--- config.mk ---
export PLATFORM = sky130hd
export DESIGN_NAME = irq_mask_ctrl
export DESIGN_NICKNAME = d
export VERILOG_FILES = /design/src/rtl/intc_pkg.sv /design/src/rtl/intc_capture.sv /design/src/rtl/intc_mask.sv /design/src/rtl/intc_readback.sv /design/src/rtl/irq_mask_ctrl.sv
export SDC_FILE = /design/constraint.sdc
export NUM_CORES = 1
export LEC_CHECK = 0
export ABC_AREA = 0
export BUFFER_PORTS_ARGS = -buffer_cell sky130_fd_sc_hd__buf_4
export CORE_AREA = 2 2 55 57
export DETAILED_ROUTE_END_ITERATION = 12
export DIE_AREA = 0 0 57 59
export GPL_TIMING_DRIVEN = 0
export PLACE_DENSITY = 0.87
export SLEW_MARGIN = 10
export SYNTH_ARGS = -nofsm -noshare
export SYNTH_HDL_FRONTEND = slang
export SYNTH_HIERARCHICAL = 1
export SYNTH_SLANG_ARGS = --single-unit
--- constraint.sdc ---
create_clock -name clk -period 2.7 [get_ports clk]
set_clock_uncertainty 0.2 [all_clocks]
set_input_delay 0.27 -clock clk [delete_from_list [all_inputs] [get_ports clk]]
set_output_delay 0.27 -clock clk [all_outputs]
set_load 0.01 [all_outputs]
--- src/rtl/intc_pkg.sv ---
package intc_pkg;
  typedef enum logic [1:0] {
    SEL_STATUS  = 2'd0,
    SEL_ENABLE  = 2'd1,
    SEL_PENDING = 2'd2,
    SEL_ACK     = 2'd3
  } intc_sel_e;
endpackage

--- src/rtl/intc_capture.sv ---
module intc_capture #(
  parameter int NUM_IRQ = 8
) (
  input  logic               clk,
  input  logic               rst,
  input  logic [NUM_IRQ-1:0] irq_in,
  input  logic [NUM_IRQ-1:0] ack_mask,
  output logic [NUM_IRQ-1:0] status
);
  for (genvar i = 0; i < NUM_IRQ; i++) begin : g_bit
    always_ff @(posedge clk) begin
      if (rst)            status[i] <= 1'b0;
      else if (irq_in[i]) status[i] <= 1'b1;
      else if (ack_mask[i]) status[i] <= 1'b0;
    end

    AST_SET_WINS: assert property (@(posedge clk) disable iff (rst)
      irq_in[i] |=> status[i]);
    AST_STICKY: assert property (@(posedge clk) disable iff (rst)
      (status[i] && !ack_mask[i]) |=> status[i]);
  end
endmodule

--- src/rtl/intc_mask.sv ---
module intc_mask #(
  parameter int NUM_IRQ = 8
) (
  input  logic               clk,
  input  logic               rst,
  input  logic               load,
  input  logic [NUM_IRQ-1:0] load_val,
  output logic [NUM_IRQ-1:0] enable
);
  always_ff @(posedge clk) begin
    if (rst)       enable <= '0;
    else if (load) enable <= load_val;
  end

  AST_EN_HOLD: assert property (@(posedge clk) disable iff (rst)
    !load |=> $stable(enable));
endmodule

--- src/rtl/intc_readback.sv ---
module intc_readback
  import intc_pkg::*;
#(
  parameter int NUM_IRQ  = 8,
  parameter int DATA_W   = 16,
  parameter bit HAS_PEND = 1'b1
) (
  input  logic               clk,
  input  logic               rst,
  input  logic [1:0]         sel,
  input  logic [NUM_IRQ-1:0] status,
  input  logic [NUM_IRQ-1:0] enable,
  input  logic [NUM_IRQ-1:0] pending,
  output logic [DATA_W-1:0]  rd_data
);
  logic [NUM_IRQ-1:0] pend_view;
  logic [NUM_IRQ-1:0] pick;
  logic [DATA_W-1:0]  wide;

  if (HAS_PEND) begin : g_pend
    assign pend_view = pending;
  end else begin : g_nopend
    assign pend_view = '0;
    AST_NO_PEND: assert property (@(posedge clk) disable iff (rst)
      (sel == SEL_PENDING) |=> (rd_data == '0));
  end

  always_comb begin
    unique case (intc_sel_e'(sel))
      SEL_STATUS:  pick = status;
      SEL_ENABLE:  pick = enable;
      SEL_PENDING: pick = pend_view;
      default:     pick = '0;
    endcase
    wide = '0;
    wide[NUM_IRQ-1:0] = pick;
  end

  always_ff @(posedge clk) begin
    if (rst) rd_data <= '0;
    else     rd_data <= wide;
  end

  AST_ACK_READS_ZERO: assert property (@(posedge clk) disable iff (rst)
    (sel == SEL_ACK) |=> (rd_data == '0));
endmodule

--- src/rtl/irq_mask_ctrl.sv ---
module irq_mask_ctrl
  import intc_pkg::*;
#(
  parameter int NUM_IRQ  = 8,
  parameter int DATA_W   = 16,
  parameter bit HAS_PEND = 1'b1
) (
  input  logic               clk,
  input  logic               rst,
  input  logic [NUM_IRQ-1:0] irq_in,
  input  logic [1:0]         reg_sel,
  input  logic               wr_en,
  input  logic [DATA_W-1:0]  wr_data,
  output logic [DATA_W-1:0]  rd_data,
  output logic               irq_out
);
  logic               en_load;
  logic [NUM_IRQ-1:0] ack_mask;
  logic [NUM_IRQ-1:0] status;
  logic [NUM_IRQ-1:0] enable;
  logic [NUM_IRQ-1:0] pending;
  logic               unused_wdata;

  assign unused_wdata = &{1'b0, wr_data};
  assign en_load  = wr_en && (reg_sel == SEL_ENABLE);
  assign ack_mask = (wr_en && reg_sel == SEL_ACK) ? wr_data[NUM_IRQ-1:0] : '0;
  assign pending  = status & enable;

  intc_capture #(.NUM_IRQ(NUM_IRQ)) u_capture (
    .clk(clk), .rst(rst), .irq_in(irq_in), .ack_mask(ack_mask), .status(status)
  );

  intc_mask #(.NUM_IRQ(NUM_IRQ)) u_mask (
    .clk(clk), .rst(rst), .load(en_load), .load_val(wr_data[NUM_IRQ-1:0]),
    .enable(enable)
  );

  intc_readback #(.NUM_IRQ(NUM_IRQ), .DATA_W(DATA_W), .HAS_PEND(HAS_PEND)) u_rb (
    .clk(clk), .rst(rst), .sel(reg_sel), .status(status), .enable(enable),
    .pending(pending), .rd_data(rd_data)
  );

  always_ff @(posedge clk) begin
    if (rst) irq_out <= 1'b0;
    else     irq_out <= |pending;
  end

  AST_IRQ_RISE: assert property (@(posedge clk) disable iff (rst)
    (|(status & enable)) |=> irq_out);
  AST_IRQ_QUIET: assert property (@(posedge clk) disable iff (rst)
    !(|(status & enable)) |=> !irq_out);
  AST_MASKED_CAPTURE: assert property (@(posedge clk) disable iff (rst)
    (irq_in != '0) |=> ((status & $past(irq_in)) == $past(irq_in)));
endmodule

# Word level (Yosys, flattened, before mapping)
# Index checks and enable logic that the tools add are counted.
# classes
bitwise	1
reduce_logical	12
n_eq_ne	3
mux	18
# op_table
op	count
8-bit one-hot mux with 3 select lines	1
1-bit two-way mux	16
2-bit nonzero test	8
8-bit AND	1
8-bit two-way mux	1
8-bit OR reduction	1
2-bit equality test (second input constant)	2
2-bit by 1-bit equality test with 1-bit output (second input constant)	1
1-bit logical AND	2
2-bit zero test	1
# word_totals
elab_cells	46
register_bits	33
out_inout_bits	17

# Depth between registers and ports, before layout
# logic_depth
ltp_word	5
mapped_depth	5

# By module
# The synthesis kept the hierarchy.
# by_module_without_submodules
module	instances	cells_per_inst	area_per_inst_um2
intc_readback	1	54	475.5
intc_capture	1	33	381.6
intc_mask	1	26	285.3
irq_mask_ctrl	1	24	165.2

# Least setup slack after synthesis
# OpenSTA, ideal clock, no wires.
# synth_timing
kind	register to register
startpoint	register u_capture.status[6]
endpoint	register irq_out
period_less_slack_ns	1.139
stages_incl_launch_ff	4
path_slack_ns	1.561
required_time_ns	2.375
setup_ns	0.125
t_arrival_ns	0.814
cell_sequence	dfxtp_1 and2_4 nor4_2 a31oi_1
# synth_via
elab_chain_cells	2
# synth_lines
element	line	rtl
start, declared	intc_capture.sv:8	output logic [NUM_IRQ-1:0] status
start signal, assigned by index	intc_capture.sv:12	if (rst) status[i] <= 1'b0;
start signal, assigned by index	intc_capture.sv:13	else if (irq_in[i]) status[i] <= 1'b1;
start signal, assigned by index	intc_capture.sv:14	else if (ack_mask[i]) status[i] <= 1'b0;
8-bit AND	irq_mask_ctrl.sv:27	assign pending = status & enable;
via pending[6]	irq_mask_ctrl.sv:21	logic [NUM_IRQ-1:0] pending;
8-bit OR reduction	irq_mask_ctrl.sv:45	else irq_out <= |pending;
end signal, assigned	irq_mask_ctrl.sv:45	
end, declared	irq_mask_ctrl.sv:15	output logic irq_out
# The timed path passes the listed nets, and every way through them passes these cells.
# A chain may end at the register's enable or synchronous reset.

# Worst setup path in the final report
# layout_timing
startpoint	input port rst
endpoint	register u_rb.rd_data[6]
# layout_rtl
element	line	rtl
start, declared	irq_mask_ctrl.sv:9	input logic rst,
end signal, assigned	intc_readback.sv:41	else rd_data <= wide;
end, declared	intc_readback.sv:14	output logic [DATA_W-1:0] rd_data
# No word-level cell between the ends.

==> results.json <==
{
  "cp.arrival_ps": 1430,
  "gr-usage-all-layers_pct": 17.0,
  "cts-root-buf": "clkbuf_4",
  "cap_violations": 0,
  "crit_chain": "dlygate4sd3_1 > buf_4 > buf_1 > a211oi_1",
  "ir_drop_v": 0.000275,
  "timing.final.crit_share_pct": 52.5,
  "dpl_cell_area_um2": 1590,
  "cp.required_ps": 2710,
  "grt_pass1_wl_mm": 4.46,
  "rsz0062_at_grt": "no",
  "crit_type": "input port to flop",
  "core-area_um2": 2710,
  "die_y_um": 59,
  "ys.flop_type": "dfxtp_1",
  "num_vias": 1083,
  "start_util_pct": 48.2,
  "synth_largest_area_cell": "dfxtp_1",
  "fin_setup_tns_ps": 0,
  "finalPower_uw": 717,
  "io_buffers": 29,
  "post_cts_buffers": 0,
  "hpwl_mm": 1.96,
  "wirelength_mm": 2.68,
  "post_drt_wl_per_cell_um": 12.0,
  "synth.most_common_cell": "dfxtp_1",
  "synth_edf_count": 0,
  "clock_path_buffers": 2,
  "grt_max_degree": 14,
  "clkSinkCount": 25,
  "r2r-start": "u_capture/status[4]",
  "post_cts_resize_count": 0,
  "routabilityCongestion": 0.834,
  "core.rowCount": 19,
  "final_antenna_net_count": 0,
  "p_leak_nw": 0.768,
  "antenna_cells": 0,
  "syn_to_final_growth_pct": 35.9,
  "drtIter0Drc": 29,
  "critPathSlowestCell": "dlygate4sd3_1",
  "fp.dieArea_um2": 3360,
  "syn_area_per_cell_um2": 9.54,
  "path_clk_slew_ps": 120,
  "cp_max_fo": 8,
  "setup-violations-final": 0,
  "place_ws_ps": 1320,
  "antenna_found_initial": 0,
  "drc": 0,
  "hp-class": "input port to flop",
  "power_density_nw_per_um2": 404,
  "final_max_slew_viol_count": 0,
  "ys_types": 20,
  "syn_area_um2": 1310,
  "numCtsBuffers": 3,
  "post-route-min-period_ps": 1420,
  "pin_count": 46,
  "hp-start": "wr_data[5]",
  "ys_warn_count": 6,
  "htreeDepth": 1,
  "final_nets": 223,
  "status": "completed",
  "overflow": 0,
  "holdWs_ps": 19.5,
  "first_global_vias": 1054,
  "timing.fmax_mhz": 705,
  "final_area_um2": 1780,
  "netlist_top_cells_area": "dfxtp_1, a211oi_1, nand2b_4, and2_1, buf_4",
  "seqCellArea_um2": 500,
  "avgViaCountPerCell": 4.83,
  "die-width_um": 57,
  "dr.pass1.iters": 4,
  "clkLatencyLatePin_ps": 310,
  "finalHoldViolCount": 0,
  "yosysTopAreaCellShare_pct": 38.3,
  "fillers": 212,
  "synthTopCellsByCount": "dfxtp_1, a211oi_1, and2_1",
  "synth_cells": 137,
  "startpoint_type": "input port",
  "yosysSeqAreaShare_pct": 38.3,
  "async_flop_share_pct": 0,
  "cp-startpoint": "rst",
  "cts_tree": "yes",
  "timing.final.ws_setup_ps": 1280,
  "ys_ff_latch": 25,
  "end_kind": "flop",
  "slowest_delay_ps": 540,
  "multi_input_area_um2": 686,
  "drive_above_1_share_pct": 33.7
}
[logic make-up after synthesis]
kind of cell	count (synthesis)	share of synthesized area, %
muxes	8	6.12
AOI/OAI and AO/OA	25	15.0
and+or+nand+nor	54	29.0
DFF	25	38.3
other	1	0.287
buffers and inverters	24	11.3
[routing by layer]
layer  vias up  GRT usage (%)  share of wire (%)
met5         -              0                  0
met4         0           8.31               0.82
met3         2           2.62                5.8
met2        43           31.5                 52
met1       491           18.9                 41
li1        547              -                  -
[placed cells by master (no fill, tap or decap), drive strengths merged]
cell,Yosys,layout
nand2b,16,16
a31oi,1,1
a211oi,16,16
nor2,11,11
clkbuf,1,5
mux2i,8,8
and2,16,16
nor2b,8,8
inv,8,8
nand2,1,1
conb,1,8
dfxtp,25,25
a21oi,8,8
buf,15,44
nor4,1,1
and3,1,1
dlygate4sd3,0,16
[power breakdown]
part / leakage (nW) / switching (mW) / total, mW / internal, mW
Combinational: 0.546 / 0.0628 / 0.154 / 0.0907
Sequential: 0.206 / 0.0155 / 0.404 / 0.389
Clock: 0.0150 / 0.102 / 0.160 / 0.0577
Total: 0.768 / 0.180 / 0.717 / 0.537
[critical path: cells and delay by family]
family / cells / cell delay (ps)
buffers and inverters: 3 / 890
AO/OA/AOI/OAI: 1 / 270
[repair_timing]
action,in CTS,in global routing
endpoints found under the setup margin,0,0
hold endpoints to repair,16,0
hold buffers,16,0
[cell type report]
class	instances	share of cell area, %
Inverter	8	1.69
Clock buffer	4	1.48
Timing Repair Buffer	45	21.3
Tap cell	31	2.18
Multi-Input combinational cell	95	38.6
Sequential cell	25	28.2
Buffer	16	6.62
[metrics by stage]
step	instances	utilization (%)
after floorplan	144	-
after global placement	204	58.7
after detailed placement	204	58.7
after CTS	224	65.6
after global routing	224	65.6
final	224	65.6
[sequential cells by signal, indices dropped and copies added, names as in the netlist]
| signal | count |
|---|---|
| u_capture/status | 8 |
| u_rb/rd_data | 8 |
| u_mask/enable | 8 |
| irq_out | 1 |
[worst paths after layout]
| path | slack (ps) | to | depth (start not counted) |
|---|---|---|---|
| setup / recovery | 1280 | u_rb/rd_data[6] | 4 |
| hold / removal | 20 | u_mask/enable[5] | 3 |
| setup reg to reg | 1460 | u_rb/rd_data[4] | 3 |
| hold reg to reg | 310 | u_capture/status[1] | 2 |
No activity file was read; power rests on OpenSTA's default activity.
